File: config.mk
export PLATFORM = sky130hd
export DESIGN_NAME = flash_erase_ctrl
export DESIGN_NICKNAME = d
export VERILOG_FILES = /design/src/rtl/flash_erase_pkg.sv /design/src/rtl/erase_cmd_decoder.sv /design/src/rtl/erase_engine.sv /design/src/rtl/flash_erase_ctrl.sv
export SDC_FILE = /design/constraint.sdc
export NUM_CORES = 1
export LEC_CHECK = 0
export BUFFER_PORTS_ARGS = -buffer_cell sky130_fd_sc_hd__buf_2
export CAP_MARGIN = 0
export CORE_ASPECT_RATIO = 0.9
export CORE_MARGIN = 2
export CORE_UTILIZATION = 60
export CTS_BUF_LIST = sky130_fd_sc_hd__clkbuf_8
export DETAILED_ROUTE_END_ITERATION = 8
export GPL_TIMING_DRIVEN = 0
export PLACE_DENSITY = 0.88
export SYNTH_ARGS = -nofsm -noshare
export SYNTH_HDL_FRONTEND = slang
export SYNTH_SLANG_ARGS = --single-unit
File: constraint.sdc
create_clock -name clk -period 3 [get_ports clk]
set_input_delay 0.15 -clock clk [delete_from_list [all_inputs] [get_ports clk]]
set_output_delay 0.15 -clock clk [all_outputs]
set_load 0.01 [all_outputs]
File: src/rtl/flash_erase_pkg.sv
package flash_erase_pkg;

    localparam int SEQ_LEN = 6;

    typedef enum logic [1:0] {
        PH_IDLE   = 2'd0,
        PH_PROG   = 2'd1,
        PH_VERIFY = 2'd2,
        PH_ERASE  = 2'd3
    } phase_e;

    // Expected command address for each unlock step
    function automatic logic [11:0] seq_addr(input logic [2:0] step);
        case (step)
            3'd1, 3'd4: return 12'h2AA;
            default:    return 12'h555;
        endcase
    endfunction

    // Expected command data (low byte) for each unlock step
    function automatic logic [7:0] seq_data(input logic [2:0] step);
        case (step)
            3'd0, 3'd3: return 8'hAA;
            3'd1, 3'd4: return 8'h55;
            3'd2:       return 8'h80;
            default:    return 8'h10;
        endcase
    endfunction

endpackage

File: src/rtl/erase_cmd_decoder.sv
module erase_cmd_decoder
    import flash_erase_pkg::*;
#(
    parameter int ADDR_W = 12,
    parameter int DATA_W = 16
) (
    input  logic              clk,
    input  logic              rst_n,
    input  logic              wr_en,
    input  logic [ADDR_W-1:0] addr,
    input  logic [DATA_W-1:0] wdata,
    input  logic              busy,
    output logic              start
);

    typedef struct packed {
        logic [2:0] step;
    } dec_s;

    dec_s dec_d, dec_q;

    always_comb begin
        dec_d = dec_q;
        start = 1'b0;
        // writes during an erase never reach the sequence matcher
        if (wr_en && !busy) begin
            if (addr == ADDR_W'(seq_addr(dec_q.step)) &&
                wdata == DATA_W'(seq_data(dec_q.step))) begin
                if (dec_q.step == 3'(SEQ_LEN - 1)) begin
                    start      = 1'b1;
                    dec_d.step = 3'd0;
                end else begin
                    dec_d.step = dec_q.step + 3'd1;
                end
            end else begin
                dec_d.step = 3'd0;
            end
        end
    end

    always_ff @(posedge clk or negedge rst_n) begin
        if (!rst_n) dec_q <= '0;
        else        dec_q <= dec_d;
    end

endmodule

File: src/rtl/erase_engine.sv
module erase_engine
    import flash_erase_pkg::*;
#(
    parameter int DATA_W    = 16,
    parameter int DEPTH     = 64,
    parameter int STEP_CLKS = 4
) (
    input  logic                     clk,
    input  logic                     rst_n,
    input  logic                     start,
    input  logic [DATA_W-1:0]        cur_word,
    output logic                     busy,
    output phase_e                   phase,
    output logic [$clog2(DEPTH)-1:0] idx,
    output logic                     mem_we,
    output logic [DATA_W-1:0]        mem_wdata
);

    localparam int IDX_W  = $clog2(DEPTH);
    localparam int TICK_W = (STEP_CLKS > 1) ? $clog2(STEP_CLKS) : 1;

    typedef struct packed {
        phase_e            phase;
        logic [IDX_W-1:0]  idx;
        logic [TICK_W-1:0] tick;
    } eng_s;

    eng_s eng_d, eng_q;
    logic advance;

    always_comb begin
        eng_d     = eng_q;
        mem_we    = 1'b0;
        mem_wdata = '0;
        advance   = 1'b0;
        if (eng_q.phase == PH_IDLE) begin
            if (start) begin
                eng_d.phase = PH_PROG;
                eng_d.idx   = '0;
                eng_d.tick  = '0;
            end
        end else if (eng_q.tick == TICK_W'(STEP_CLKS - 1)) begin
            eng_d.tick = '0;
            case (eng_q.phase)
                PH_PROG: begin
                    mem_we  = 1'b1;
                    advance = 1'b1;
                end
                PH_VERIFY: begin
                    // a word that did not read zero is written again
                    if (cur_word != '0) mem_we = 1'b1;
                    else                advance = 1'b1;
                end
                default: begin
                    mem_we    = 1'b1;
                    mem_wdata = '1;
                    advance   = 1'b1;
                end
            endcase
            if (advance) begin
                if (eng_q.idx == IDX_W'(DEPTH - 1)) begin
                    eng_d.idx = '0;
                    case (eng_q.phase)
                        PH_PROG:   eng_d.phase = PH_VERIFY;
                        PH_VERIFY: eng_d.phase = PH_ERASE;
                        default:   eng_d.phase = PH_IDLE;
                    endcase
                end else begin
                    eng_d.idx = eng_q.idx + 1'b1;
                end
            end
        end else begin
            eng_d.tick = eng_q.tick + 1'b1;
        end
    end

    always_ff @(posedge clk or negedge rst_n) begin
        if (!rst_n) eng_q <= '{phase: PH_IDLE, idx: '0, tick: '0};
        else        eng_q <= eng_d;
    end

    assign busy  = (eng_q.phase != PH_IDLE);
    assign phase = eng_q.phase;
    assign idx   = eng_q.idx;

endmodule

File: src/rtl/flash_erase_ctrl.sv
module flash_erase_ctrl
    import flash_erase_pkg::*;
#(
    parameter int ADDR_W    = 12,
    parameter int DATA_W    = 16,
    parameter int DEPTH     = 64,
    parameter int STEP_CLKS = 4
) (
    input  logic              clk,
    input  logic              rst_n,
    input  logic              wr_en,
    input  logic              rd_en,
    input  logic [ADDR_W-1:0] addr,
    input  logic [DATA_W-1:0] wdata,
    output logic [DATA_W-1:0] rdata,
    output logic              busy
);

    localparam int IDX_W = $clog2(DEPTH);

    typedef struct packed {
        logic [DATA_W-1:0] rdata;
        logic              tog;
    } rd_s;

    logic              start;
    phase_e            phase;
    logic [IDX_W-1:0]  idx;
    logic              mem_we;
    logic [DATA_W-1:0] mem_wdata;
    logic [DATA_W-1:0] mem_d [DEPTH];
    logic [DATA_W-1:0] mem_q [DEPTH];
    rd_s               rd_d, rd_q;

    function automatic logic [DATA_W-1:0] seed_word(input int i);
        return DATA_W'(16'hA5A5 ^ (16'(i) * 16'h0101));
    endfunction

    erase_cmd_decoder #(.ADDR_W(ADDR_W), .DATA_W(DATA_W)) u_dec (
        .clk   (clk),
        .rst_n (rst_n),
        .wr_en (wr_en),
        .addr  (addr),
        .wdata (wdata),
        .busy  (busy),
        .start (start)
    );

    erase_engine #(.DATA_W(DATA_W), .DEPTH(DEPTH), .STEP_CLKS(STEP_CLKS)) u_eng (
        .clk       (clk),
        .rst_n     (rst_n),
        .start     (start),
        .cur_word  (mem_q[idx]),
        .busy      (busy),
        .phase     (phase),
        .idx       (idx),
        .mem_we    (mem_we),
        .mem_wdata (mem_wdata)
    );

    always_comb begin
        mem_d = mem_q;
        if (mem_we) mem_d[idx] = mem_wdata;
    end

    always_comb begin
        rd_d = rd_q;
        if (rd_en) begin
            if (busy) begin
                rd_d.rdata    = '0;
                rd_d.rdata[6] = rd_q.tog;
                rd_d.rdata[2] = rd_q.tog;
                rd_d.tog      = ~rd_q.tog;
            end else begin
                rd_d.rdata = mem_q[addr[IDX_W-1:0]];
            end
        end
        if (start) rd_d.tog = 1'b0;
    end

    always_ff @(posedge clk or negedge rst_n) begin
        if (!rst_n) begin
            rd_q <= '0;
            for (int i = 0; i < DEPTH; i++) mem_q[i] <= seed_word(i);
        end else begin
            rd_q  <= rd_d;
            mem_q <= mem_d;
        end
    end

    assign rdata = rd_q.rdata;

endmodule

==> flow_summary.json <==
{
  "final_cell_mix": "a22o_1, dfrtp_1, nand3_1",
  "port_buffers": 44,
  "critPathArrivalTime_ns": 3.41,
  "gp_congestion": 1.06,
  "grt_use_total": 0.460,
  "cts_tree": "built",
  "clkTransAtPathRegs_ns": 0.10,
  "synth_ff_type": "dfrtp_1",
  "synth_compound_area_frac": 0.237,
  "met1_usage": 0.616,
  "max_freq_mhz": 323,
  "antenna_found_initial": 1,
  "grt_pass1_vias": 9210,
  "worstSetupPathType": "reg -> reg",
  "violations": "setup timing",
  "synth_area_leaders": "dfrtp_1, dfstp_2, a22o_1, mux4_2, mux2i_1",
  "path_delay_family": "compound AO/OA/AOI/OAI gates",
  "p_leak_nw": 4.68,
  "yosysWarnings": 0,
  "worstPathRequired_ns": 3.31,
  "period_minus_slack_ns": 3.10,
  "clkLatencyLatePin_ns": 0.48,
  "synth_edf_count": 0,
  "status": "finished with violations",
  "top_usage_layer": "met2",
  "drc": 0,
  "antenna_left": 0,
  "dp_hpwl_um": 28100,
  "use_met2": 0.616,
  "routedWlPerCell_um": 31.4,
  "slowest_delay_ns": 0.51,
  "synth_adder_area_share": 0.00635,
  "drtPass1Iterations": 9,
  "synth_top_area_frac": 0.223,
  "vdd_ir_drop_max_uv": 410,
  "drive_gt1_frac": 0.294,
  "clock-sinks": 152,
  "synth_top_family_by_area": "compound AO/OA/AOI/OAI gates",
  "core_mm2": 0.0161,
  "path_common_cell": "buf_12",
  "die_width_um": 139,
  "cts_buffers": 17,
  "tightest_slew_ns": 1.07,
  "cp_max_fo": 10,
  "ioPinCount": 49,
  "dp.cells": 1234,
  "initial_core_util": 0.611,
  "design_area_mm2": 0.0113,
  "placementRows": 44,
  "ys_ff_latch": 152,
  "clock_skew_ns": 0.0232,
  "grt.overflow.total": 0,
  "synth.mux.area_fraction": 0.157,
  "slew_viol_final": 0,
  "htreeDepth": 4,
  "place_ws_ns": -0.987,
  "fin_ws_ns": -0.0969,
  "clockBufferDepth": 2,
  "syn-num-nets": 1019,
  "drt_iter0_markers": 1883,
  "post_drt_via_cell_ratio": 7.68,
  "synth.distinct_cells": 72,
  "slew_headroom": 0.284,
  "min_path_type": "in -> reg",
  "slowest_stage": "o41ai_4",
  "nNetsFinal": 1103,
  "cts-root-buf": "clkbuf_8",
  "die_area_mm2": 0.0175,
  "layout.cells.non_filler": 1287,
  "tns_ns": -2.67,
  "worstPathCellList": "buf_12 -> nor2b_4 -> buf_12 -> a221oi_1 -> o211ai_1 -> o211ai_4 -> buf_6 -> o41ai_4 -> o21ai_0 -> o41ai_1",
  "yosysTopAreaCell": "dfrtp_1",
  "fin_crit_sh": 1.03,
  "seq_area_frac_synth": 0.394,
  "routed_wl_um": 40500,
  "grt_max_degree": 101,
  "crit_buf_inv": 3,
  "p_total_w": 0.00401,
  "yosys.area_share.simple": 0.142,
  "grt_pass1_wl_um": 58900,
  "power_density_mw_per_mm2": 355,
  "grtUsageMet3": 0.218,
  "synth_cells": 982,
  "async_flop_share": 1.00,
  "critPathCaptureType": "flip-flop",
  "syn_avg_cell_area_um2": 10.0,
  "rsz0062_at_grt": "yes",
  "finalHoldViolCount": 0,
  "maxCapViolCount": 0,
  "synth_xor_xnor_area_share": 0.00178,
  "placed_area_mm2": 0.0104,
  "setup_viol": 82,
  "start_kind": "flip-flop",
  "area_growth_pct": 14.6,
  "vias": 9879,
  "chipHeight_um": 126,
  "netlist_area_mm2": 0.00986,
  "final_common_cell": "a22o_1"
}
[path summary, 6_finish.rpt]
path	cells after the start	startpoint	slack, ns	end
setup / recovery	10	u_eng.idx[0]	-0.1	u_eng.idx[5]
hold / removal	4	wr_en	0.04	u_dec.dec_q[0]
setup reg to reg	10	u_eng.idx[0]	-0.1	u_eng.idx[5]
hold reg to reg	1	rdata[14]	0.49	rdata[14]
max in group asynchronous	3	rst_n	1.91	mem_q[749]
min in group asynchronous	2	rst_n	0.19	u_dec.dec_q[0]
[cells in the mapped netlist (4+ instances only)]
| cell | n |
|---|---|
| a211o_1 | 6 |
| a211oi_1 | 15 |
| a21o_1 | 7 |
| a21oi_1 | 48 |
| a221oi_1 | 5 |
| a22o_1 | 107 |
| a311oi_1 | 6 |
| a31oi_1 | 7 |
| and2_1 | 4 |
| and3_1 | 13 |
| buf_1 | 6 |
| buf_2 | 29 |
| buf_4 | 28 |
| buf_6 | 4 |
| clkbuf_1 | 31 |
| dfrtp_1 | 88 |
| dfstp_2 | 64 |
| ha_1 | 5 |
| inv_1 | 17 |
| mux2_1 | 9 |
| mux2_2 | 29 |
| mux2i_1 | 44 |
| mux4_2 | 30 |
| nand2_1 | 60 |
| nand2b_1 | 6 |
| nand3_1 | 78 |
| nand3b_1 | 6 |
| nand4_1 | 6 |
| nor2_1 | 58 |
| nor2b_1 | 12 |
| nor3_1 | 17 |
| o211ai_1 | 13 |
| o21ai_0 | 37 |
| o22ai_1 | 5 |
| o2bb2ai_1 | 10 |
| o31ai_1 | 7 |
| or3_1 | 6 |
[worst register-to-register path, delay by kind of cell, from the launching register on]
family                 cells  cell delay [ns]
buffers and inverters      3             0.55
AOI/OAI and AO/OA          6             1.60
DFF                        1             0.49
and+or+nand+nor            1             0.29
[layout make-up]
cell class | count | area, um2
multi-input combinational | 712 | 5480
fill | 1209 | 4830
sequential | 152 | 3890
buffer | 94 | 741
timing repair buffer | 69 | 489
tap | 207 | 259
clock buffer | 18 | 248
clock inverter | 14 | 114
inverter | 20 | 78.8
antenna | 1 | 2.50
[power breakdown]
part           switching [W]  internal (W)
Combinational       0.000240      0.000153
Sequential         0.0000118       0.00207
Clock               0.000917      0.000619
[per-layer routing]
metal,up-vias,share of wire,wire length [um]
li1,3951,-,-
met1,4733,0.37,14900
met2,935,0.40,16100
met3,256,0.16,6610
met4,4,0.068,2760
met5,-,0.0024,97
[cells by family (layout without fill, tap and decap cells)]
logic type	count (synthesis)	after routing
flops	152	152
other cells	0	1
xor+xnor	2	2
mux	112	112
simple gates	283	283
compound gates	310	310
fa+ha+maj	5	5
buf+inv	118	215
[through the flow]
step                       util  hold WS [ns]
after floorplan               -        -0.146
after global placement    0.641         0.433
after detailed placement  0.643         0.124
after CTS                 0.686        0.0117
after global routing      0.700        0.0540
final                     0.700        0.0383
[flip-flops by register name, indices dropped and copies added, names as in the netlist]
name,cells
u_eng.phase,2
rdata,10
mem_q,128
u_dec.dec_q,3
u_eng.idx,6
rd_q,1
u_eng.eng_q,2
[repair_timing]
action	in CTS	in global routing
setup endpoints to repair	136	129
setup buffers	16	5
hold buffers	2	0
pin swaps	5	10
hold endpoints to repair	55	0
resized for setup	54	53
cloned	0	1
Note: power is estimated with default switching activity, not from simulation.
